===== src/rtl/simsamp_pkg.sv =====
// Shared types and constants for the simultaneous-sampling ADC controller.
// Assumes three strobe groups of two channels each.
package simsamp_pkg;
    localparam int GROUPS   = 3;
    localparam int CHANS    = 2 * GROUPS;
    localparam int CH_IDX_W = 3;

    typedef enum logic [2:0] {
        ST_IDLE,
        ST_STROBE,
        ST_CONV,
        ST_RD_LO,
        ST_RD_GAP
    } ctl_state_t;
endpackage


===== src/rtl/simsamp_cnt.sv =====
// Loadable down counter used for every timed phase.
// Assumes load has priority; done is high while the count is zero.
module simsamp_cnt #(
    parameter int W = 8
) (
    input  logic         clk,
    input  logic         rst_n,
    input  logic         load,
    input  logic [W-1:0] load_val,
    output logic         done
);
    logic [W-1:0] cnt;

    // Count down toward zero, or reload on request.
    always_ff @(posedge clk) begin
        if (!rst_n)         cnt <= '0;
        else if (load)      cnt <= load_val;
        else if (cnt != '0) cnt <= cnt - 1'b1;
    end

    assign done = (cnt == '0);
endmodule


===== src/rtl/simsamp_chan_pick.sv =====
// Picks the lowest-numbered pending channel.
// Assumes the pending vector is one bit per channel.
module simsamp_chan_pick #(
    parameter int N  = 6,
    parameter int IW = 3
) (
    input  logic [N-1:0]  pend,
    output logic [IW-1:0] idx,
    output logic          any
);
    // Priority encoder: the lowest set bit wins.
    always_comb begin
        idx = '0;
        for (int i = N - 1; i >= 0; i--) begin
            if (pend[i]) idx = IW'(i);
        end
        any = |pend;
    end
endmodule


===== src/rtl/simsamp_byte_join.sv =====
// Holds the first byte of a byte-mode result and joins it with the second.
// Assumes take fires once per read; second marks the second read of a pair.
module simsamp_byte_join #(
    parameter bit HIGH_FIRST = 1'b1,
    parameter int BW         = 8
) (
    input  logic          clk,
    input  logic          rst_n,
    input  logic          take,
    input  logic          second,
    input  logic [BW-1:0] byte_in,
    output logic [2*BW-1:0] word_out
);
    logic [BW-1:0] held;

    // Keep the first byte of the pair.
    always_ff @(posedge clk) begin
        if (!rst_n)                held <= '0;
        else if (take && !second)  held <= byte_in;
    end

    // Order the two bytes by the parameter.
    generate
        if (HIGH_FIRST) begin : g_hi_first
            assign word_out = {held, byte_in};
        end else begin : g_lo_first
            assign word_out = {byte_in, held};
        end
    endgenerate
endmodule


===== src/rtl/simsamp_adc_ctrl.sv =====
// Top-level controller: strobes the enabled groups, waits for busy to fall
// (with a timeout), then reads the converted channels in ascending order.
// Assumes busy is asynchronous (synchronised here) and that the bus is
// valid during the last clock of each read-strobe window.
module simsamp_adc_ctrl
    import simsamp_pkg::*;
#(
    parameter int  DATA_W           = 16,
    parameter int  STROBE_LO_CYC    = 4,
    parameter int  ACQ_CYC          = 110,
    parameter int  RD_LO_CYC        = 3,
    parameter int  RD_GAP_CYC       = 2,
    parameter int  BUSY_TIMEOUT_CYC = 800,
    parameter bit  HIGH_FIRST       = 1'b1
) (
    input  logic                clk,
    input  logic                rst_n,
    input  logic                start_req,
    input  logic [GROUPS-1:0]   grp_mask,
    input  logic                byte_mode,
    output logic [GROUPS-1:0]   conv_n,
    input  logic                busy,
    output logic                cs_n,
    output logic                rd_n,
    input  logic [DATA_W-1:0]   bus_in,
    output logic                out_valid,
    output logic [CH_IDX_W-1:0] out_chan,
    output logic [DATA_W-1:0]   out_data,
    output logic                timeout_err
);
    localparam int M1   = (STROBE_LO_CYC > RD_LO_CYC) ? STROBE_LO_CYC : RD_LO_CYC;
    localparam int M2   = (M1 > RD_GAP_CYC) ? M1 : RD_GAP_CYC;
    localparam int PH_MAX = (M2 > BUSY_TIMEOUT_CYC) ? M2 : BUSY_TIMEOUT_CYC;
    localparam int PH_W = $clog2(PH_MAX + 1);
    localparam int AQ_W = $clog2(ACQ_CYC + 1);
    localparam int BW   = DATA_W / 2;

    ctl_state_t          state;
    logic [GROUPS-1:0]   mask_q;
    logic                mode_q;
    logic [CHANS-1:0]    pend;
    logic [CHANS-1:0]    mask_exp;
    logic                half;
    logic [1:0]          busy_sync;
    logic                busy_prev;
    logic                busy_fall;
    logic                ph_load, ph_done;
    logic [PH_W-1:0]     ph_val;
    logic                aq_load, aq_done;
    logic [CH_IDX_W-1:0] pick_idx;
    logic                pick_any;
    logic                start_ok;
    logic                rd_take;
    logic [DATA_W-1:0]   join_word;

    // Bring busy into the clock domain and keep the previous value.
    always_ff @(posedge clk) begin
        if (!rst_n) begin
            busy_sync <= 2'b00;
            busy_prev <= 1'b0;
        end else begin
            busy_sync <= {busy_sync[0], busy};
            busy_prev <= busy_sync[1];
        end
    end
    assign busy_fall = busy_prev & ~busy_sync[1];

    // Widen the group mask to one bit per channel.
    always_comb begin
        for (int g = 0; g < GROUPS; g++) begin
            mask_exp[2*g]   = grp_mask[g];
            mask_exp[2*g+1] = grp_mask[g];
        end
    end

    assign start_ok = (state == ST_IDLE) && start_req && (|grp_mask);
    assign rd_take  = (state == ST_RD_LO) && ph_done;

    // Choose when the phase and acquisition timers reload, and with what value.
    always_comb begin
        ph_load = 1'b0;
        ph_val  = '0;
        aq_load = 1'b0;
        unique case (state)
            ST_IDLE: if (start_ok) begin
                ph_load = 1'b1;
                ph_val  = PH_W'(STROBE_LO_CYC - 1);
            end
            ST_STROBE: if (ph_done && aq_done) begin
                ph_load = 1'b1;
                ph_val  = PH_W'(BUSY_TIMEOUT_CYC - 1);
            end
            ST_CONV: if (busy_fall) begin
                ph_load = 1'b1;
                ph_val  = PH_W'(RD_LO_CYC - 1);
                aq_load = 1'b1;
            end else if (ph_done) begin
                aq_load = 1'b1;
            end
            ST_RD_LO: if (ph_done) begin
                ph_load = 1'b1;
                ph_val  = PH_W'(RD_GAP_CYC - 1);
            end
            ST_RD_GAP: if (ph_done && pick_any) begin
                ph_load = 1'b1;
                ph_val  = PH_W'(RD_LO_CYC - 1);
            end
            default: ;
        endcase
    end

    simsamp_cnt #(.W(PH_W)) i_ph_cnt (
        .clk(clk), .rst_n(rst_n), .load(ph_load), .load_val(ph_val), .done(ph_done)
    );

    simsamp_cnt #(.W(AQ_W)) i_aq_cnt (
        .clk(clk), .rst_n(rst_n), .load(aq_load), .load_val(AQ_W'(ACQ_CYC)), .done(aq_done)
    );

    simsamp_chan_pick #(.N(CHANS), .IW(CH_IDX_W)) i_pick (
        .pend(pend), .idx(pick_idx), .any(pick_any)
    );

    simsamp_byte_join #(.HIGH_FIRST(HIGH_FIRST), .BW(BW)) i_join (
        .clk(clk), .rst_n(rst_n), .take(rd_take && mode_q), .second(half),
        .byte_in(bus_in[BW-1:0]), .word_out(join_word)
    );

    // Main sequencer: strobe, wait for busy, read, return to idle.
    always_ff @(posedge clk) begin
        if (!rst_n) begin
            state       <= ST_IDLE;
            mask_q      <= '0;
            mode_q      <= 1'b0;
            pend        <= '0;
            half        <= 1'b0;
            out_valid   <= 1'b0;
            out_chan    <= '0;
            out_data    <= '0;
            timeout_err <= 1'b0;
        end else begin
            out_valid   <= 1'b0;
            timeout_err <= 1'b0;
            unique case (state)
                ST_IDLE: if (start_ok) begin
                    mask_q <= grp_mask;
                    mode_q <= byte_mode;
                    pend   <= mask_exp;
                    half   <= 1'b0;
                    state  <= ST_STROBE;
                end
                ST_STROBE: if (ph_done && aq_done) state <= ST_CONV;
                ST_CONV: begin
                    if (busy_fall) begin
                        state <= ST_RD_LO;
                    end else if (ph_done) begin
                        timeout_err <= 1'b1;
                        pend        <= '0;
                        state       <= ST_IDLE;
                    end
                end
                ST_RD_LO: if (ph_done) begin
                    state <= ST_RD_GAP;
                    if (!mode_q) begin
                        out_valid      <= 1'b1;
                        out_chan       <= pick_idx;
                        out_data       <= bus_in;
                        pend[pick_idx] <= 1'b0;
                    end else if (!half) begin
                        half <= 1'b1;
                    end else begin
                        out_valid      <= 1'b1;
                        out_chan       <= pick_idx;
                        out_data       <= join_word;
                        pend[pick_idx] <= 1'b0;
                        half           <= 1'b0;
                    end
                end
                ST_RD_GAP: if (ph_done) state <= pick_any ? ST_RD_LO : ST_IDLE;
                default: state <= ST_IDLE;
            endcase
        end
    end

    assign conv_n = (state == ST_STROBE) ? ~mask_q : {GROUPS{1'b1}};
    assign cs_n   = (state != ST_RD_LO);
    assign rd_n   = (state != ST_RD_LO);

    // only groups of the latched mask may be strobed.
    a_r2_strobe_in_mask: assert property (@(posedge clk) disable iff (!rst_n)
        (conv_n != 3'b111) |-> ((~conv_n & ~mask_q) == 3'b000));

    // no bus access before busy has fallen.
    a_r3_no_read_in_conv: assert property (@(posedge clk) disable iff (!rst_n)
        (state == ST_CONV || state == ST_STROBE) |-> (cs_n && rd_n));

    // strobe may not rise while the acquisition window is open.
    a_r9_hold_for_acq: assert property (@(posedge clk) disable iff (!rst_n)
        (state == ST_STROBE && !aq_done) |=> (conv_n == $past(conv_n)));

    // after an error the controller is idle.
    a_r4_err_idle: assert property (@(posedge clk) disable iff (!rst_n)
        timeout_err |-> (state == ST_IDLE && cs_n));

    // every beat names a channel of a converted group.
    a_r8_chan_in_mask: assert property (@(posedge clk) disable iff (!rst_n)
        out_valid |-> (out_chan < 3'd6 && mask_q[out_chan[2:1]]));
endmodule


===== config.mk =====
export PLATFORM = sky130hd
export DESIGN_NAME = simsamp_adc_ctrl
export DESIGN_NICKNAME = d
export VERILOG_FILES = /design/src/rtl/simsamp_pkg.sv /design/src/rtl/simsamp_cnt.sv /design/src/rtl/simsamp_chan_pick.sv /design/src/rtl/simsamp_byte_join.sv /design/src/rtl/simsamp_adc_ctrl.sv
export SDC_FILE = /design/constraint.sdc
export NUM_CORES = 1
export LEC_CHECK = 0
export ABC_AREA = 1
export BUFFER_PORTS_ARGS = -buffer_cell sky130_fd_sc_hd__buf_2
export CORE_ASPECT_RATIO = 1.4
export CORE_MARGIN = 5
export CORE_UTILIZATION = 50
export CTS_CLUSTER_DIAMETER = 120
export DETAILED_ROUTE_END_ITERATION = 8
export PLACE_DENSITY_LB_ADDON = 0.1
export SLEW_MARGIN = 15
export SYNTH_ARGS = -nofsm -noshare
export SYNTH_HDL_FRONTEND = slang
export SYNTH_SLANG_ARGS = --single-unit

===== constraint.sdc =====
create_clock -name clk -period 2.12 [get_ports clk]
set_clock_uncertainty 0.2 [all_clocks]
set_input_delay 0.424 -clock clk [delete_from_list [all_inputs] [get_ports clk]]
set_output_delay 0.424 -clock clk [all_outputs]
set_load 0.03 [all_outputs]

==> summary.txt <==
Finish
  – Area of the multi-input gates: around 0.0015 mm2
  – Area growth syn-to-layout: 17.96%
  – Share of cells above drive strength 1: 0.2363
  – # diodes: 0
  – Fill count: 599
  – Post-layout util: 0.6124
  – Storage element area: 0.001262 mm2
  – Nets: 496

Setup path
  – Crit-path cells: inv_2, nor2_4, nand2_4, inv_4, nand3_2, inv_2, nand2_2, buf_4, o21ai_0, a21oi_1
  – Slowest library cell on the worst path: dfxtp_1
  – Critical Path RT: 2.14 ns
  – Crit. End Element: register
  – Worst Setup SP: state[1]$_SDFFE_PN0P_
  – Crit-path leading delay family: buffers and inverters
  – Setup CP Type: register to register
  – Reg2reg start: state[1]$_SDFFE_PN0P_
  – CP max stage delay: 0.43 ns
  – WP depth: 10
  – Worst Path Arrival: 2.02 ns
  – Reg2Reg Depth: 10
  – Worst path bufs/invs: 4
  – Critical path's most frequent cell: inv_2
  – Crit path max fanout: 39
  – Crit start category: register

Detailed routing
  – Remaining DRCs: 0
  – Post-route ant nets: 0
  – Detailed Routing Iterations Pass 1: 4
  – WL/cell: about 13 um
  – DRT Wirelength: 6.997 mm
  – Vias: ~2,800
  – Vias per inst: 5.072
  – Initial DRC count: 129

Timing
  – Minimum clock period: 1.998 ns
  – Post-Route Setup TNS: 0 ns
  – Number of setup violations in the final report: 0
  – Measured slew at the worst slew-check pin: 0.4988 ns
  – Post-route clock period utilization: 0.9423
  – RSZ-0062 raised after global routing: false
  – Hold WS: 0.06010 ns
  – Worst rel slew slack: 0.6589
  – Final slew viol count: 0
  – Achievable frequency: 500.6 MHz
  – Final Hold Vio Count: 0

Floorplan
  – Core ar.: 0.005904 mm2
  – Area of the die: 0.007819 mm2
  – I/O Pins: 50
  – Initial Util: 0.5192
  – DIE WIDTH: approximately 76 um
  – Row Count: 33
  – Die Span Y: 102.6 um

Synth
  – Multiplexer share of the synthesized area: 0.02939
  – Ys async rst share: 0
  – XOR/XNOR Fraction of Synth Area: 0.02857
  – Mean Syn Cell Area: 7.351 um2
  – Synthesized area: 0.003065 mm2
  – Synth Area in Compound Gates: 0.1588
  – Post-Synthesis Cells: between 400 and 500
  – Adder-cell share of the synthesized area: 0.01224
  – Simple-gate share of the synthesized area: 0.2486
  – Main combinational cell family by area after synthesis: simple AND/OR/NAND/NOR gates
  – Net Count, Synth: between 400 and 500
  – Seq/Total Area, Yosys: 0.4114
  – Yosys reg bits: 63
  – Library cells used by synthesis: 36
  – Prevailing post-synth register cell: dfxtp_1
  – Yosys warning count: 0
  – Post-synth EDFFs: 0

Worst hold path
  – HP Class: input port to register
  – WHS Path Cells: 3
  – Min-delay src: busy

GRT
  – Global-route usage over all layers: 0.1844
  – Vias in the first global route: 2,627
  – Pin count of the biggest net entering global routing: 40
  – Congestion Overflow GR: 0
  – Global-route wire length before repair: 11.65 mm
  – Antenna violations before repair: 0

Clock network
  – Inserted Clock Buffers: 9
  – Clk Latency, worst-skew pair: 0.35 ns
  – CTS tree: yes
  – Setup repair bufs after CTS: 0
  – Maximum clock insertion buffer count: 2
  – CTS root buf: clkbuf_8
  – Clk pin slew, worst setup/hold paths: 0.07 ns
  – Clk sink count: 63
  – H-tree levels: 3

Status
  – Status: complete, no violations

Power and ir drop
  – Lkg Pwr: 1.624 nW
  – Peak supply drop: 0.9335 mV
  – Total power: between 5 and 6 mW
  – Pwr dens: 1436 mW/mm2

Placement
  – Post-DP HPWL: 5.171 mm
  – Port Buf Inserts: 49
  – Routability-driven placement congestion ratio: between 0.9 and 1

Flow run
  – Max-cap viol count: 0
[cell type report]
type / count / share of cell area
inverter: 71 / 0.07439
clock buffer: 11 / 0.04187
sequential: 63 / 0.3491
multi-input combinational: 270 / 0.4100
tap: 70 / 0.02422
timing repair buffer: 54 / 0.07820
clock inverter: 5 / 0.02215
[sequential cells by signal, summed over array words and instances (netlist names), 2 cells and up]
| register | count |
|---|---|
| busy_sync | 2 |
| out_data | 16 |
| i_join.held | 8 |
| state | 3 |
| pend | 6 |
| i_aq_cnt.cnt | 7 |
| i_ph_cnt.cnt | 10 |
| mask_q | 3 |
| out_chan | 3 |
[cells in the mapped netlist, types with 2 or more instances]
library cell / number / share of area
nor2_4: 6 / 0.022
inv_1: 63 / 0.077
mux2_2: 8 / 0.029
o21a_1: 2 / 0.0049
nor2_2: 2 / 0.0041
nor3_1: 7 / 0.011
inv_2: 7 / 0.0086
ha_1: 3 / 0.012
nor2_1: 43 / 0.053
o21ai_1: 2 / 0.0033
buf_6: 2 / 0.0073
buf_2: 3 / 0.0049
dfxtp_1: 63 / 0.41
nand2_2: 8 / 0.016
clkbuf_1: 5 / 0.0061
nand3_1: 16 / 0.026
xor2_1: 5 / 0.014
buf_1: 2 / 0.0024
nand4_1: 4 / 0.0082
nand3_2: 3 / 0.0098
xnor2_1: 5 / 0.014
nor4_1: 3 / 0.0061
a31oi_1: 4 / 0.0082
a21oi_1: 44 / 0.072
o21ai_0: 35 / 0.057
nand2_1: 60 / 0.073
nand2_4: 3 / 0.011
[final timing paths]
path,endpoint,slack (ns)
hold / removal,busy_sync[0]$_SDFF_PN0_,0.06
hold reg to reg,busy_sync[1]$_SDFF_PN0_,0.22
setup reg to reg,out_data[7]$_SDFFE_PN0P_,0.12
setup / recovery,out_data[7]$_SDFFE_PN0P_,0.12
[placed cells by master, fill, tap and decap left out, drive strengths merged]
| master | instances |
|---|---|
| a21oi | 44 |
| ha | 3 |
| o32ai | 1 |
| nand4 | 5 |
| clkbuf | 11 |
| nand2 | 71 |
| a211oi | 1 |
| clkinvlp | 2 |
| a2111oi | 1 |
| dfxtp | 63 |
| a31oi | 4 |
| mux2 | 8 |
| nor2 | 51 |
| nand3 | 19 |
| o21ai | 38 |
| inv | 71 |
| nor3 | 8 |
| xnor2 | 5 |
| o21a | 2 |
| clkinv | 1 |
| bufinv | 2 |
| nor4 | 3 |
| buf | 54 |
| xor2 | 5 |
| o31ai | 1 |
[report_power, final]
part           leakage [nW]  switching [mW]  internal (mW)
registers             0.514           0.225           1.44
logic                 0.999            1.48          0.860
clock network         0.112           0.465          0.723
[metal layers]
metal  part of all wire  vias to the layer above  track usage
met1               0.42                     1247       0.1914
met5                  0                        -            0
met4              0.026                        0      0.09152
met3              0.044                       16      0.05420
li1                   -                     1445            -
met2               0.51                       51       0.3391
[stage by stage]
stage	instance area, um2	worst slack, ns	instances
2_1_floorplan	3065	0.3557	417
3_3_place_gp	3364	0.1806	528
3_5_place_dp	3364	0.1390	528
4_1_cts	3602	0.06428	544
5_1_grt	3616	0.006413	544
6_report	3616	0.1224	544
[what timing repair did]
item	in CTS	in global routing
setup endpoints to repair	1	6
resized for setup	1	5
hold buffers	0	0
pin swaps	0	0
[worst min-delay path: cells and delay by family]
kind / cells / cell delay, ns
buf+inv: 2 / 0.11
simple gates: 1 / 0.04
[cell families after synthesis]
group / count (synthesis)
fa+ha+maj: 3
buf+inv: 84
mux: 8
xor+xnor: 10
simple gates: 157
compound gates: 92
flops: 63
Power figures use the tool's default switching activity.
